==> config.mk <==
export PLATFORM = sky130hd
export DESIGN_NAME = console_run_ctrl
export DESIGN_NICKNAME = d
export VERILOG_FILES = /design/src/rtl/rc_pkg.sv /design/src/rtl/rc_edge.sv /design/src/rtl/rc_fsm.sv /design/src/rtl/rc_outs.sv /design/src/rtl/console_run_ctrl.sv
export SDC_FILE = /design/constraint.sdc
export NUM_CORES = 1
export LEC_CHECK = 0
export ABC_CLOCK_PERIOD_IN_PS = 2100
export BUFFER_PORTS_ARGS = -buffer_cell sky130_fd_sc_hd__buf_2
export CORE_AREA = 2 2 39 41
export DETAILED_ROUTE_END_ITERATION = 8
export DIE_AREA = 0 0 41 43
export PLACE_DENSITY = 0.61
export RECOVER_POWER = 25
export SETUP_SLACK_MARGIN = 0.5
export SLEW_MARGIN = 20
export SYNTH_ARGS = -nofsm -noshare
export SYNTH_HDL_FRONTEND = slang
export SYNTH_SLANG_ARGS = --single-unit
==> constraint.sdc <==
create_clock -name clk -period 2.1 [get_ports clk]
set_input_delay 0.21 -clock clk [delete_from_list [all_inputs] [get_ports clk]]
set_output_delay 0.21 -clock clk [all_outputs]
set_load 0.01 [all_outputs]
==> src/rtl/rc_pkg.sv <==
// Package: shared state encoding for the console run controller.
// Assumes: nothing beyond IEEE 1800-2017.
package rc_pkg;
    typedef enum logic [2:0] {
        S_HALTED     = 3'd0,
        S_INIT_HELD  = 3'd1,
        S_RUNNING    = 3'd2,
        S_STEP_INST  = 3'd3,
        S_STEP_CYCLE = 3'd4,
        S_STOPPING   = 3'd5
    } rc_state_e;

    // True for every state in which the processor clock is enabled.
    function automatic logic rc_clocks(rc_state_e s);
        return (s == S_RUNNING) || (s == S_STOPPING) ||
               (s == S_STEP_INST) || (s == S_STEP_CYCLE);
    endfunction
endpackage

==> src/rtl/rc_edge.sv <==
// Module: rising-edge detector for N push-button levels.
// Assumes: the inputs are already synchronous to clk. A button held
// through reset is seen as a fresh press once reset ends.
module rc_edge #(
    parameter int N = 2
) (
    input  logic         clk,
    input  logic         rst_n,
    input  logic [N-1:0] lvl,
    output logic [N-1:0] rise
);
    logic [N-1:0] prev_q;

    for (genvar g = 0; g < N; g++) begin : g_bit
        // Remember last level of this button.
        always_ff @(posedge clk) begin
            if (!rst_n) prev_q[g] <= 1'b0;
            else        prev_q[g] <= lvl[g];
        end
        // A press is high now and low one cycle ago.
        assign rise[g] = lvl[g] & ~prev_q[g];
    end
endmodule

==> src/rtl/rc_fsm.sv <==
// Module: run/halt/step sequencer.
// Assumes: start_rise and cont_rise are one-cycle press pulses. bus_end and
// instr_end are one-cycle strobes valid only while the clock is enabled.
module rc_fsm
    import rc_pkg::*;
(
    input  logic      clk,
    input  logic      rst_n,
    input  logic      permit_en,
    input  logic      start_lvl,
    input  logic      start_rise,
    input  logic      cont_rise,
    input  logic      step_cycle,
    input  logic      bus_end,
    input  logic      instr_end,
    output rc_state_e state,
    output rc_state_e nxt
);
    logic stop_strobe;

    // The boundary strobe that matches the selected granularity.
    assign stop_strobe = step_cycle ? bus_end : instr_end;

    // Next-state decision.
    always_comb begin
        nxt = state;
        unique case (state)
            S_HALTED: begin
                if (start_rise && permit_en)   nxt = S_INIT_HELD;
                else if (cont_rise) begin
                    if (permit_en)             nxt = S_RUNNING;
                    else if (step_cycle)       nxt = S_STEP_CYCLE;
                    else                       nxt = S_STEP_INST;
                end
            end
            S_INIT_HELD: begin
                if (!permit_en)                nxt = S_HALTED;
                else if (!start_lvl)           nxt = S_RUNNING;
            end
            S_RUNNING: begin
                if (!permit_en)                nxt = S_STOPPING;
            end
            S_STOPPING: begin
                if (stop_strobe)               nxt = permit_en ? S_RUNNING : S_HALTED;
            end
            S_STEP_INST: begin
                if (instr_end)                 nxt = S_HALTED;
            end
            S_STEP_CYCLE: begin
                if (bus_end)                   nxt = S_HALTED;
            end
            default:                           nxt = S_HALTED;
        endcase
    end

    // State register.
    always_ff @(posedge clk) begin
        if (!rst_n) state <= S_HALTED;
        else        state <= nxt;
    end

    AST_HALT_START_IGNORED: assert property (@(posedge clk) disable iff (!rst_n)
        (state == S_HALTED && start_rise && !permit_en && !cont_rise) |=> (state == S_HALTED));
    AST_STEP_INST_ENDS: assert property (@(posedge clk) disable iff (!rst_n)
        (state == S_STEP_INST && instr_end) |=> (state == S_HALTED));
    AST_STEP_CYC_ENDS: assert property (@(posedge clk) disable iff (!rst_n)
        (state == S_STEP_CYCLE && bus_end) |=> (state == S_HALTED));
    AST_RUN_HOLDS: assert property (@(posedge clk) disable iff (!rst_n)
        (state == S_RUNNING && permit_en) |=> (state == S_RUNNING));
    AST_STOP_WAITS: assert property (@(posedge clk) disable iff (!rst_n)
        (state == S_STOPPING && !stop_strobe) |=> (state == S_STOPPING));
endmodule

==> src/rtl/rc_outs.sv <==
// Module: output flip-flops of the run controller.
// Assumes: nxt is the sequencer's next state, so every output is a
// register aligned with the state register.
module rc_outs
    import rc_pkg::*;
(
    input  logic      clk,
    input  logic      rst_n,
    input  rc_state_e state,
    input  rc_state_e nxt,
    input  logic      bus_end,
    input  logic      instr_end,
    output logic      run_q,
    output logic      init_q,
    output logic      pcl_q,
    output logic      bound_q
);
    // Run flip-flop: the processor clock enable and the lamp source.
    always_ff @(posedge clk) begin
        if (!rst_n) run_q <= 1'b0;
        else        run_q <= rc_clocks(nxt);
    end

    // Initialise level, high while in the hold state.
    always_ff @(posedge clk) begin
        if (!rst_n) init_q <= 1'b0;
        else        init_q <= (nxt == S_INIT_HELD);
    end

    // Start-address load pulse on the hold-to-run transition.
    always_ff @(posedge clk) begin
        if (!rst_n) pcl_q <= 1'b0;
        else        pcl_q <= (state == S_INIT_HELD) && (nxt == S_RUNNING);
    end

    // Instruction-boundary flag, decided at the moment of halting.
    always_ff @(posedge clk) begin
        if (!rst_n) bound_q <= 1'b1;
        else if (nxt == S_HALTED) begin
            if (state == S_INIT_HELD)   bound_q <= 1'b1;
            else if (state != S_HALTED) bound_q <= instr_end;
        end
        else bound_q <= 1'b0;
    end

    AST_INIT_NO_RUN: assert property (@(posedge clk) disable iff (!rst_n)
        init_q |-> !run_q);
    AST_PCL_AFTER_INIT: assert property (@(posedge clk) disable iff (!rst_n)
        pcl_q |-> (run_q && $past(init_q)));
    AST_CYC_STOP_NO_BOUND: assert property (@(posedge clk) disable iff (!rst_n)
        (state == S_STEP_CYCLE && bus_end && !instr_end) |=> !bound_q);
    AST_BOUND_LOW_RUN: assert property (@(posedge clk) disable iff (!rst_n)
        (run_q || init_q) |-> !bound_q);
endmodule

==> src/rtl/console_run_ctrl.sv <==
// Module: console run controller top. Joins the press detector, the
// sequencer and the output registers.
// Assumes: all inputs synchronous to clk. instr_end only together with bus_end.
module console_run_ctrl
    import rc_pkg::*;
(
    input  logic clk,
    input  logic rst_n,
    input  logic permit_en,
    input  logic start_btn,
    input  logic cont_btn,
    input  logic step_cycle,
    input  logic bus_end,
    input  logic instr_end,
    output logic run_en,
    output logic run_lamp,
    output logic sys_init,
    output logic pc_load,
    output logic at_boundary
);
    localparam int NBTN    = 2;
    localparam int B_START = 0;
    localparam int B_CONT  = 1;

    logic [NBTN-1:0] btn_lvl;
    logic [NBTN-1:0] btn_rise;
    rc_state_e       state;
    rc_state_e       nxt;
    logic            run_q;

    assign btn_lvl[B_START] = start_btn;
    assign btn_lvl[B_CONT]  = cont_btn;

    rc_edge #(.N(NBTN)) u_edge (
        .clk  (clk),
        .rst_n(rst_n),
        .lvl  (btn_lvl),
        .rise (btn_rise)
    );

    rc_fsm u_fsm (
        .clk       (clk),
        .rst_n     (rst_n),
        .permit_en (permit_en),
        .start_lvl (start_btn),
        .start_rise(btn_rise[B_START]),
        .cont_rise (btn_rise[B_CONT]),
        .step_cycle(step_cycle),
        .bus_end   (bus_end),
        .instr_end (instr_end),
        .state     (state),
        .nxt       (nxt)
    );

    rc_outs u_outs (
        .clk      (clk),
        .rst_n    (rst_n),
        .state    (state),
        .nxt      (nxt),
        .bus_end  (bus_end),
        .instr_end(instr_end),
        .run_q    (run_q),
        .init_q   (sys_init),
        .pcl_q    (pc_load),
        .bound_q  (at_boundary)
    );

    // Clock enable and lamp share the one run flip-flop.
    assign run_en   = run_q;
    assign run_lamp = run_q;
endmodule

; ---- After elaboration in Yosys (flattened, before gate mapping)
; Index checks and enable logic that the tools add are counted.
[op_classes]
n_reduce_logical = 8
eq_ne = 11
bitwise_logic = 4
mux = 16
[op_table]
columns = operator, count
row1 = $mux W3, 10
row2 = $pmux W3 S6, 1
row3 = $eq A3 B2 Y1 const B, 4
row4 = $eq A3 B3 Y1 const B, 4
row5 = $eq A3 B1 Y1 const B, 2
row6 = $logic_not A3 Y1, 2
row7 = $mux W1, 4
row8 = $logic_or A1 B1 Y1, 3
row9 = $ne A3 B3 Y1 const B, 1
row10 = $reduce_bool A3 Y1, 1
row11 = $and A1 B1 Y1, 2
row12 = $logic_and A1 B1 Y1, 2
row13 = $mux W2, 1
row14 = $not A1 Y1, 2
[totals]
word_cells = 46
output_inout_bits = 5
reg_bits = 9
in_bits = 8

; ---- Depth between registers and ports, before layout
; Gate-level depths: netlist of the first run.
[logic_depth]
depth_word = 9
depth_mapped = 5
depth_no_buf = 4

; ---- Hierarchy
; Synthesis of the first run repeated with hierarchy kept, for this count alone.
[hier_totals]
cells_unflattened = 58
hier_area_um2 = 555.5
[modules_own_cells]
columns = mod, seq_area_each_um2, area_each_um2, n_inst, cells_each
row1 = rc_fsm, 60.1, 311.5, 1, 38
row2 = rc_outs, 80.1, 156.4, 1, 13
row3 = rc_edge, 40.0, 80.1, 1, 6
row4 = console_run_ctrl, 0.0, 7.5, 1, 1

; ---- Worst setup path after synthesis of the first run
; OpenSTA, ideal clock, no wires.
[synth_timing]
path_type = flip-flop to flip-flop
from = register u_fsm.state[2]
to = register u_outs.bound_q
required_ns = 1.981
setup_slack_ns = 0.686
setup_time_ns = 0.119
path_buffers = 1
arrival_ns = 1.295
period_less_slack_ns = 1.414
path_stages_with_launch = 6
path_cell_list = dfxtp_1 > buf_2 > or4b_1 > o211a_1 > or3b_1 > o31ai_2
[synth_between]
elab_chain_len = 5
word_cells_on_any_way = 20
cone_classes = eq/ne: 6 / mux: 11 / reduce/logical: 3
[synth_rtl]
columns = element, line
row1 = from (decl), rc_fsm.sv:16  ; output rc_state_e state,
row2 = from (signal assigned), rc_fsm.sv:59  ; else state <= nxt;
row3 = "$mux W3, on equally long branches", "rc_fsm.sv:38, rc_fsm.sv:30"
row4 = "$mux W3, on equally long branches", "rc_fsm.sv:37, rc_fsm.sv:29"
row5 = $pmux W3 S6, rc_fsm.sv:27  ; unique case (state)
row6 = $logic_not A3 Y1, rc_outs.sv:39  ; else if (nxt == S_HALTED) begin
row7 = $ne A3 B3 Y1 (no line) or $mux W1 (tied branches), -
row8 = to (signal assigned), rc_outs.sv:41  ; else if (state != S_HALTED) bound_q <= instr_end;
row9 = to (decl), rc_outs.sv:16  ; output logic bound_q
; Parallel ways exist; a longest one is shown, timed or not.
; A chain may end at the register's enable or synchronous reset.

; ---- Worst setup path after layout of the first run
[layout_timing]
from = register u_fsm.state[1]
to = register u_outs.bound_q
; Same word-level chain as after synthesis.

==> impl_metrics.ini, run 1 <==
[finish]
drive_gt1_share_pct = 25.7
antenna_cells = 0
fin_nets = 79
area_growth_pct = 18.5
stdcell_count = 86

[synthesis]
yosys_warnings = 0
synth.cell_area_um2 = 508
synth_seq_area_share_pct = 35.5
synth.avg_cell_area_um2 = 9.07
synth.top_cells.by_count = dfxtp_1 (9), nand2b_1 (5), a21oi_1 (3), nor2_1 (3)
yosysMostFrequentCell = dfxtp_1
synth_area_leader_cell = dfxtp_1
synth_top_area_share_pct = 35.5
synth_nets = 64
async_flop_share_pct = 0
ys_ff_latch = 9
ys_top_cells_by_area = dfxtp_1 (35%), nand2b_1 (6.2%), or4b_1 (3.9%), nor4b_1 (3.4%), or3b_1 (3.4%)
synth-main-ff-cell = dfxtp_1
synth-edff-count = 0
synth.distinct_cells = 31
synthCells = 56

[clock_network]
post-cts-setup-buffers = 0
clockBufferDepth = 2
cts_tree = done
cts_sinks = 9
clock-root-buffer = clkbuf_4
insertion_delay_ns = 0.26
htree_levels = 1
cts_buffers = 3
cts.clk_slew.worst_paths_ns = 0.07

[grt]
grtUsageTotal_pct = 14.1
grt_pass1_wl_mm = 1.67
grt_pass1_vias = 418
gr-total-overflow = 0
antenna_found_initial = 0
grt_max_degree = 12

[worst_hold_path]
hold_path_class = in2reg
hold_end = u_edge.prev_q[1]$_SDFF_PN0_
min-delay-start = cont_btn
hold_depth = 2

[route]
antenna_left = 0
firstDrtPassIters = 4
met2_length_um = 548
wl_mm = 1.14
initialDrtViolationCount = 5
vias = 462
viasPerCell = 5.37
highest_layer = met4
wl_per_cell_um = 13.2
drc = 0
drt-met1-wl_um = 529
wl_met3_um = 50

[power]
p_leak_nw = 0.244
pwr_density_cell_nw_per_um2 = 737
irDropWorstVdd_uv = 287

[critical_path]
arrival_ns = 1.72
cp-start-kind = register
slowest_stage = or4_4
endpoint_kind = register
worstPathRequired_ns = 2.27
path_buf_inv = 0
reg2reg_to = u_outs.bound_q$_SDFFE_PN1P_
path_cells = nand3b_1 > a21oi_1 > or4_4 > o31ai_2
ff2ff_path_depth = 4
worstPathMaxFanout = 10
max_stage_delay_ns = 0.55
r2r_setup_slack_ns = 0.55
rr_startpoint = u_fsm.state[1]$_SDFF_PN0_
critical_path.top_delay_family = simple AND/OR/NAND/NOR gates
path_class = reg2reg

[sta]
tightest_slew_ns = 0.381
clock_skew_ns = 0.00670
relSlewSlack_pct = 74.2
tns_ns = 0
fmax_ghz = 0.643
final.setup.worst_slack_ns = 0.546
slew_viol_final = 0
setup_viol = 0
rsz0062_at_grt = no
finalCritPeriodShare_pct = 74.0
finalHoldViolCount = 0
timing.final.crit_period_ns = 1.55

[placement]
post-place-ws_ns = 0.559
place.gp.congestion = 0.806
portBuffers = 12
place_hpwl_um = 841
placedCellCount = 82

[floorplan]
die_x_um = 41
start_util_pct = 36.7
die-area_um2 = 1760
core_area_um2 = 1380
num_rows = 14
ios = 13
die_y_um = 43

[outcome]
outcome = completed

[flow_run]
cap_viol_max_count = 0
what timing repair did:
action,4_1_cts,5_1_grt
resized for setup,0,2
hold buffers,0,0
endpoints found under the setup margin,0,2
where the power goes:
part | switching [mW] | internal (mW) | total, mW | leakage, nW
registers | 0.0162 | 0.188 | 0.204 | 0.0750
logic | 0.0514 | 0.0534 | 0.105 | 0.154
clock network | 0.0613 | 0.0731 | 0.134 | 0.0150
state kept, by name, indices dropped and copies added (netlist names):
signal / flops
u_fsm.state: 3
u_edge.prev_q: 2
u_outs.bound_q: 1
u_outs.init_q: 1
u_outs.pcl_q: 1
u_outs.run_q: 1
how the worst max path moves through the flow:
stage	start	endpoint	depth (start not counted)
finish	u_fsm.state[1]$_SDFF_PN0_	u_outs.bound_q$_SDFFE_PN1P_	4
global route	u_fsm.state[1]$_SDFF_PN0_	u_outs.bound_q$_SDFFE_PN1P_	4
CTS	u_fsm.state[0]$_SDFF_PN0_	u_outs.bound_q$_SDFFE_PN1P_	4
detailed placement	permit_en	u_outs.bound_q$_SDFFE_PN1P_	5
global placement	permit_en	u_outs.bound_q$_SDFFE_PN1P_	5
floorplan	u_fsm.state[2]$_SDFF_PN0_	u_outs.bound_q$_SDFFE_PN1P_	5
layout make-up:
class,instances,area [um^2]
Timing Repair Buffer,12,57.6
Sequential cell,9,183
Clock buffer,4,26.3
Inverter,2,7.51
Fill cell,137,782
Multi-Input combinational cell,43,308
Tap cell,16,20.0
cells in the final DEF, fill, tap and decap left out, types with 3 or more instances in the layout:
| master | n |
|---|---|
| nand2b_1 | 5 |
| buf_2 | 10 |
| clkbuf_4 | 3 |
| nor2_1 | 3 |
| dfxtp_1 | 7 |
| a21oi_1 | 3 |
| clkbuf_1 | 3 |
per-layer routing:
metal / GRT usage [%] / vias up
li1: - / 234
met1: 16.3 / 215
met2: 22.5 / 11
met3: 3.14 / 2
met4: 8.00 / 0
met5: 0 / -
metrics by stage:
step	total power [mW]	instance area [um^2]	utilization, %	hold WS (ns)
5_1_grt	0.468	602	43.5	0.179
3_5_place_dp	0.312	576	41.6	0.438
2_1_floorplan	0.280	508	-	0.275
6_report	0.444	602	43.5	0.168
3_3_place_gp	0.311	576	41.6	0.438
4_1_cts	0.447	602	43.5	0.168
logic make-up after synthesis:
family / Yosys count / synth area share [%]
AO/OA/AOI/OAI: 11 / 15.8
multiplexers: 1 / 2.22
AND/OR/NAND/NOR: 31 / 42.6
buffers and inverters: 4 / 3.94
flip-flops: 9 / 35.5
(Power assumes the default switching activity.)
==> run 2, diff against run 1 <==
--- a/config.mk
+++ b/config.mk
@@ -5,12 +5,13 @@
 export SDC_FILE = /design/constraint.sdc
 export NUM_CORES = 1
 export LEC_CHECK = 0
-export ABC_CLOCK_PERIOD_IN_PS = 2100
+export ABC_AREA = 1
+export ABC_CLOCK_PERIOD_IN_PS = 1390
 export BUFFER_PORTS_ARGS = -buffer_cell sky130_fd_sc_hd__buf_2
 export CORE_AREA = 2 2 39 41
 export DETAILED_ROUTE_END_ITERATION = 8
 export DIE_AREA = 0 0 41 43
-export PLACE_DENSITY = 0.61
+export PLACE_DENSITY = 0.68
 export RECOVER_POWER = 25
 export SETUP_SLACK_MARGIN = 0.5
 export SLEW_MARGIN = 20
==> constraint.sdc (replaced) <==
create_clock -name clk -period 1.39 [get_ports clk]
set_input_delay 0.139 -clock clk [delete_from_list [all_inputs] [get_ports clk]]
set_output_delay 0.139 -clock clk [all_outputs]
set_load 0.01 [all_outputs]
==> impl_metrics.ini, run 2 <==
[outcome]
outcome = completed

[floorplan]
die_y_um = 43
start_util_pct = 40.9
die_x_um = 41
core_area_um2 = 1380
num_rows = 14
die-area_um2 = 1760
ios = 13

[clock_network]
clock-root-buffer = clkbuf_4
insertion_delay_ns = 0.25
htree_levels = 1
clockBufferDepth = 2
cts.clk_slew.worst_paths_ns = 0.06
cts_buffers = 3
cts_tree = done
cts_hold_buf = 0
cts_sinks = 9

[synthesis]
synthCells = 87
synth.top_cells.by_count = nand2_1 (24), inv_1 (11), dfxtp_1 (9), nor2_1 (9), nand3_1 (8)
synth.avg_cell_area_um2 = 6.50
synth.cell_area_um2 = 566
yosys_warnings = 0
synth_nets = 95
synth.distinct_cells = 17
synth_seq_area_share_pct = 31.9
ys_top_cells_by_area = dfxtp_1 (32%), nand2_1 (16%), inv_1 (7.3%), nand3_1 (7.1%), nor2_1 (6.0%)
async_flop_share_pct = 0
synth-main-ff-cell = dfxtp_1
synth_top_area_share_pct = 31.9
synth_area_leader_cell = dfxtp_1
ys_ff_latch = 9
yosysMostFrequentCell = nand2_1
synth-edff-count = 0

[sta]
setup_viol = 0
fmax_ghz = 0.885
slew_viol_final = 0
relSlewSlack_pct = 84.9
tightest_slew_ns = 0.227
timing.final.crit_period_ns = 1.13
tns_ns = 0
finalHoldViolCount = 0
rsz0062_at_grt = yes
clock_skew_ns = 0.00139
finalCritPeriodShare_pct = 81.3

[grt]
grt_pass1_wl_mm = 1.94
grt.met3_usage_pct = 4.71
grt_max_degree = 9
use_met1_pct = 20.8
gr-total-overflow = 0
grt_pass1_vias = 509
grtUsageTotal_pct = 16.8
grtUsageMet2_pct = 24.7
antenna_found_initial = 0
top_usage_layer = met2

[finish]
multi_input_area_um2 = 377
largest_register_ffs = 3
fin_nets = 111
mostFrequentLayoutCells = nand2_1 (18), inv_1 (10), buf_2 (10), nand2_2 (9)
largest_register = u_fsm.state
reg_top3 = u_fsm.state x3, u_edge.prev_q x2
layout_commonest_cell = nand2_1
antenna_cells = 0
fillerInstances = 141
drive_gt1_share_pct = 48.0
seqCellArea_um2 = 191
final_util_pct = 53.4
area_growth_pct = 30.8

[critical_path]
endpoint_kind = register
arrival_ns = 1.32
worstPathRequired_ns = 1.58
ff2ff_path_depth = 8
path_class = reg2reg
cp-start-kind = register
worstPathMaxFanout = 8
r2r_setup_slack_ns = 0.26
rr_startpoint = u_fsm.state[1]$_SDFF_PN0_
reg2reg_to = u_outs.bound_q$_SDFFE_PN1P_

[worst_hold_path]
hold_path_class = in2reg
hold_end = u_edge.prev_q[1]$_SDFF_PN0_
min-delay-start = cont_btn
hold_depth = 3

[power]
irDropWorstVdd_uv = 718
pwr_density_cell_nw_per_um2 = 1300
p_leak_nw = 0.391
finalPower_mw = 0.964

[route]
vias = 554
wl_per_cell_um = 9.58
antenna_left = 0
initialDrtViolationCount = 16
viasPerCell = 4.69
firstDrtPassIters = 4
drc = 0
wl_mm = 1.13

[placement]
place_hpwl_um = 858
portBuffers = 12
place.gp.congestion = 0.787

[flow_run]
cap_viol_max_count = 0
run 2: cell types whose count changed after synthesis, moves of 3 or more:
cell / previous run / this run
inv_2: 0 / 5
nand2_1: 1 / 24
nor2_2: 0 / 5
nand3_1: 2 / 8
inv_1: 2 / 11
nand4_1: 0 / 3
nand2_2: 0 / 4
nand2b_1: 5 / 0
nor2_1: 3 / 9
run 2: through the flow:
stage | std cells | hold slack, ns | setup WS [ns] | cell area (um^2)
CTS | 118 | 0.0753 | 0.271 | 697
finish | 118 | 0.0973 | 0.260 | 739
global placement | 113 | 0.345 | 0.161 | 641
global route | 118 | 0.122 | 0.192 | 739
floorplan | 87 | 0.232 | 0.311 | 579
detailed placement | 113 | 0.348 | 0.144 | 641
run 2: cell type report:
cell class	count	area share, %
Tap cell	16	2.71
Sequential cell	9	25.9
Multi-Input combinational cell	60	50.9
Inverter	16	8.12
Clock buffer	4	3.55
Timing Repair Buffer	13	8.80
run 2: logic make-up after synthesis:
family                 synth area share (%)
AND/OR/NAND/NOR                        46.7
buffers and inverters                  13.9
flip-flops                             31.9
AO/OA/AOI/OAI                          7.52
run 2: what timing repair did:
item,4_1_cts,5_1_grt
resized for setup,9,13
endpoints found under the setup margin,7,7
setup buffers,1,0
pin swaps,5,6
run 2: power breakdown:
| group | total [mW] | leakage, nW | internal (mW) | switching (mW) |
|---|---|---|---|---|
| logic | 0.418 | 0.300 | 0.168 | 0.250 |
| registers | 0.353 | 0.0764 | 0.309 | 0.0442 |
| clock network | 0.193 | 0.0150 | 0.110 | 0.0831 |
| total | 0.964 | 0.391 | 0.587 | 0.378 |
run 2: layer usage:
metal	part of all wire, %	vias up
met2	49	14
met4	1.2	0
li1	-	298
met5	0	-
met1	44	240
met3	5.2	2
run 2: how the worst max path moves through the flow:
| stage | start | endpoint | slack, ns | cells past startpoint |
|---|---|---|---|---|
| floorplan | u_fsm.state[1]$_SDFF_PN0_ | u_outs.bound_q$_SDFFE_PN1P_ | 0.31 | 9 |
| global placement | u_fsm.state[1]$_SDFF_PN0_ | u_outs.bound_q$_SDFFE_PN1P_ | 0.16 | 8 |
| detailed placement | u_fsm.state[1]$_SDFF_PN0_ | u_outs.bound_q$_SDFFE_PN1P_ | 0.14 | 8 |
| CTS | u_fsm.state[1]$_SDFF_PN0_ | u_outs.bound_q$_SDFFE_PN1P_ | 0.27 | 8 |
| global route | u_fsm.state[1]$_SDFF_PN0_ | u_outs.bound_q$_SDFFE_PN1P_ | 0.19 | 8 |
| finish | u_fsm.state[1]$_SDFF_PN0_ | u_outs.bound_q$_SDFFE_PN1P_ | 0.26 | 8 |
run 2: critical path, cell delays in order, from the launching register on:
cell and delay (ns):
dfxtp_4 0.40, inv_2 0.04, nand2_2 0.07, nor2_4 0.04, nand2_2 0.08, nand3_2 0.08
nor2_4 0.17, nand2_4 0.08, o21bai_2 0.12
==> run 3, diff against run 2 <==
--- a/config.mk
+++ b/config.mk
@@ -6,12 +6,12 @@
 export NUM_CORES = 1
 export LEC_CHECK = 0
 export ABC_AREA = 1
-export ABC_CLOCK_PERIOD_IN_PS = 1390
+export ABC_CLOCK_PERIOD_IN_PS = 1060
 export BUFFER_PORTS_ARGS = -buffer_cell sky130_fd_sc_hd__buf_2
 export CORE_AREA = 2 2 39 41
 export DETAILED_ROUTE_END_ITERATION = 8
 export DIE_AREA = 0 0 41 43
-export PLACE_DENSITY = 0.68
+export PLACE_DENSITY = 0.65
 export RECOVER_POWER = 25
 export SETUP_SLACK_MARGIN = 0.5
 export SLEW_MARGIN = 20
==> constraint.sdc (replaced) <==
create_clock -name clk -period 1.06 [get_ports clk]
set_input_delay 0.106 -clock clk [delete_from_list [all_inputs] [get_ports clk]]
set_output_delay 0.106 -clock clk [all_outputs]
set_load 0.01 [all_outputs]
==> impl_metrics.ini, run 3 (synthesis results as in run 2) <==
[outcome]
outcome = finished with violations
violations = negative setup slack

[finish]
mostFrequentLayoutCells = nand2_1 (21), inv_1 (11), nor2_1 (8), buf_2 (8)
fillerInstances = 136
reg_top3 = u_fsm.state x3, u_edge.prev_q x2
layout_commonest_cell = nand2_1
stdcell_count = 120
final_util_pct = 54.8
area_growth_pct = 34.1
fin_area_um2 = 758
multi_input_area_um2 = 355
drive_gt1_share_pct = 46.2
largest_register_ffs = 3
fin_nets = 113
largest_register = u_fsm.state
seqCellArea_um2 = 191
antenna_cells = 0

[route]
vias = 538
viasPerCell = 4.48
initialDrtViolationCount = 8
wl_per_cell_um = 9.50
antenna_left = 0
wl_mm = 1.14
drc = 0
firstDrtPassIters = 4

[sta]
tns_ns = -0.146
rsz0062_at_grt = yes
fmax_ghz = 0.886
tightest_slew_ns = 0.246
finalCritPeriodShare_pct = 107
final.setup.worst_slack_ns = -0.0692
slew_viol_final = 0
whs_ns = 0.0503
finalHoldViolCount = 0
relSlewSlack_pct = 83.6
timing.final.crit_period_ns = 1.13
clock_skew_ns = 0.00768
setup_viol = 3

[critical_path]
arrival_ns = 1.33
slowest_stage = dfxtp_4
path_depth = 6
critical_path.top_delay_family = simple AND/OR/NAND/NOR gates
path_buf_inv = 0
path_cells = nor2_1 > nand3_1 > nand2_2 > nor2_4 > a21oi_4 > nor2b_4
path_class = reg2reg
cp-start-kind = register
r2r_setup_slack_ns = -0.07
endpoint_kind = register
rr_startpoint = u_fsm.state[1]$_SDFF_PN0_
reg2reg_to = u_outs.init_q$_SDFF_PN0_
worstPathRequired_ns = 1.26
ff2ff_path_depth = 6
worstPathMaxFanout = 7
max_stage_delay_ns = 0.38

[grt]
grtUsageTotal_pct = 17.0
gr-total-overflow = 0
grt_max_degree = 8
grt_pass1_vias = 538
antenna_found_initial = 0
grt_pass1_wl_mm = 2.01

[worst_hold_path]
hold_path_class = in2reg
min-delay-start = cont_btn
hold_end = u_edge.prev_q[1]$_SDFF_PN0_
hold_depth = 3

[clock_network]
clockBufferDepth = 2
cts_sinks = 9
clock-root-buffer = clkbuf_4
insertion_delay_ns = 0.26
cts_buffers = 3
cts_hold_buf = 0
post-cts-setup-buffers = 0
htree_levels = 1
cts_tree = done
cts.clk_slew.worst_paths_ns = 0.07

[power]
netSwitchingPower_mw = 0.503
p_leak_nw = 0.404
p_int_mw = 0.803
switching_share_pct = 38.5
power_frac_clock_pct = 19.8
irDropWorstVdd_uv = 936
seqPwrFrac_pct = 35.6
p_comb_share_pct = 44.7
pwr_density_cell_nw_per_um2 = 1720
finalPower_mw = 1.31

[floorplan]
start_util_pct = 40.9
num_rows = 14
die_y_um = 43
core_area_um2 = 1380
die-area_um2 = 1760
ios = 13
die_x_um = 41

[placement]
portBuffers = 12
placedCellCount = 116
place_hpwl_um = 950
place.gp.congestion = 0.803
post-place-ws_ns = -0.173
placed_area_um2 = 664

[flow_run]
cap_viol_max_count = 0
[run 3: cell types whose count changed in the layout (fill, tap and decap cells not counted), moves of 3 or more]
cell / change
buf_6: +4
dfxtp_2: +3
nand2_1: +3
nand2_2: -3
nor2_1: +3
[run 3: cell type report]
type | count | share of cell area (%)
Multi-Input combinational cell | 60 | 46.9
Clock buffer | 3 | 2.97
Clock inverter | 1 | 0.660
Inverter | 16 | 7.92
Sequential cell | 9 | 25.2
Tap cell | 16 | 2.64
Timing Repair Buffer | 15 | 13.7
[run 3: layer usage]
layer | track usage (%) | vias up | share of wire [%]
met2 | 25.9 | 9 | 49
met4 | 10.0 | 0 | 1.5
met3 | 3.14 | 2 | 3.3
li1 | - | 297 | -
met1 | 21.0 | 230 | 46
met5 | 0 | - | 0
[run 3: worst register-to-register path, cell delays in order, from the launching register on]
cell	delay, ns
dfxtp_4	0.38
nor2_1	0.17
nand3_1	0.13
nand2_2	0.11
nor2_4	0.05
a21oi_4	0.11
nor2b_4	0.13
[run 3: what timing repair did]
action,CTS,global route
gates resized for setup,11,7
endpoints found under the setup margin,12,12
pin swaps,5,1
endpoints found under the hold margin,0,0
[run 3: power by group through the flow]
stage	Sequential [mW]	Combinational, mW	Clock, mW
after CTS	0.461	0.534	0.271
after detailed placement	0.456	0.487	0
final	0.465	0.584	0.258
after global placement	0.454	0.483	0
after floorplan	0.460	0.375	0
after global routing	0.472	0.646	0.287
[run 3: how the worst max path moves through the flow]
| stage | start | to |
|---|---|---|
| after floorplan | u_fsm.state[1]$_SDFF_PN0_ | u_outs.bound_q$_SDFFE_PN1P_ |
| after global placement | u_fsm.state[1]$_SDFF_PN0_ | u_outs.bound_q$_SDFFE_PN1P_ |
| after detailed placement | u_fsm.state[1]$_SDFF_PN0_ | u_outs.bound_q$_SDFFE_PN1P_ |
| after CTS | u_fsm.state[1]$_SDFF_PN0_ | u_outs.init_q$_SDFF_PN0_ |
| after global routing | u_fsm.state[1]$_SDFF_PN0_ | u_outs.bound_q$_SDFFE_PN1P_ |
| final | u_fsm.state[1]$_SDFF_PN0_ | u_outs.init_q$_SDFF_PN0_ |
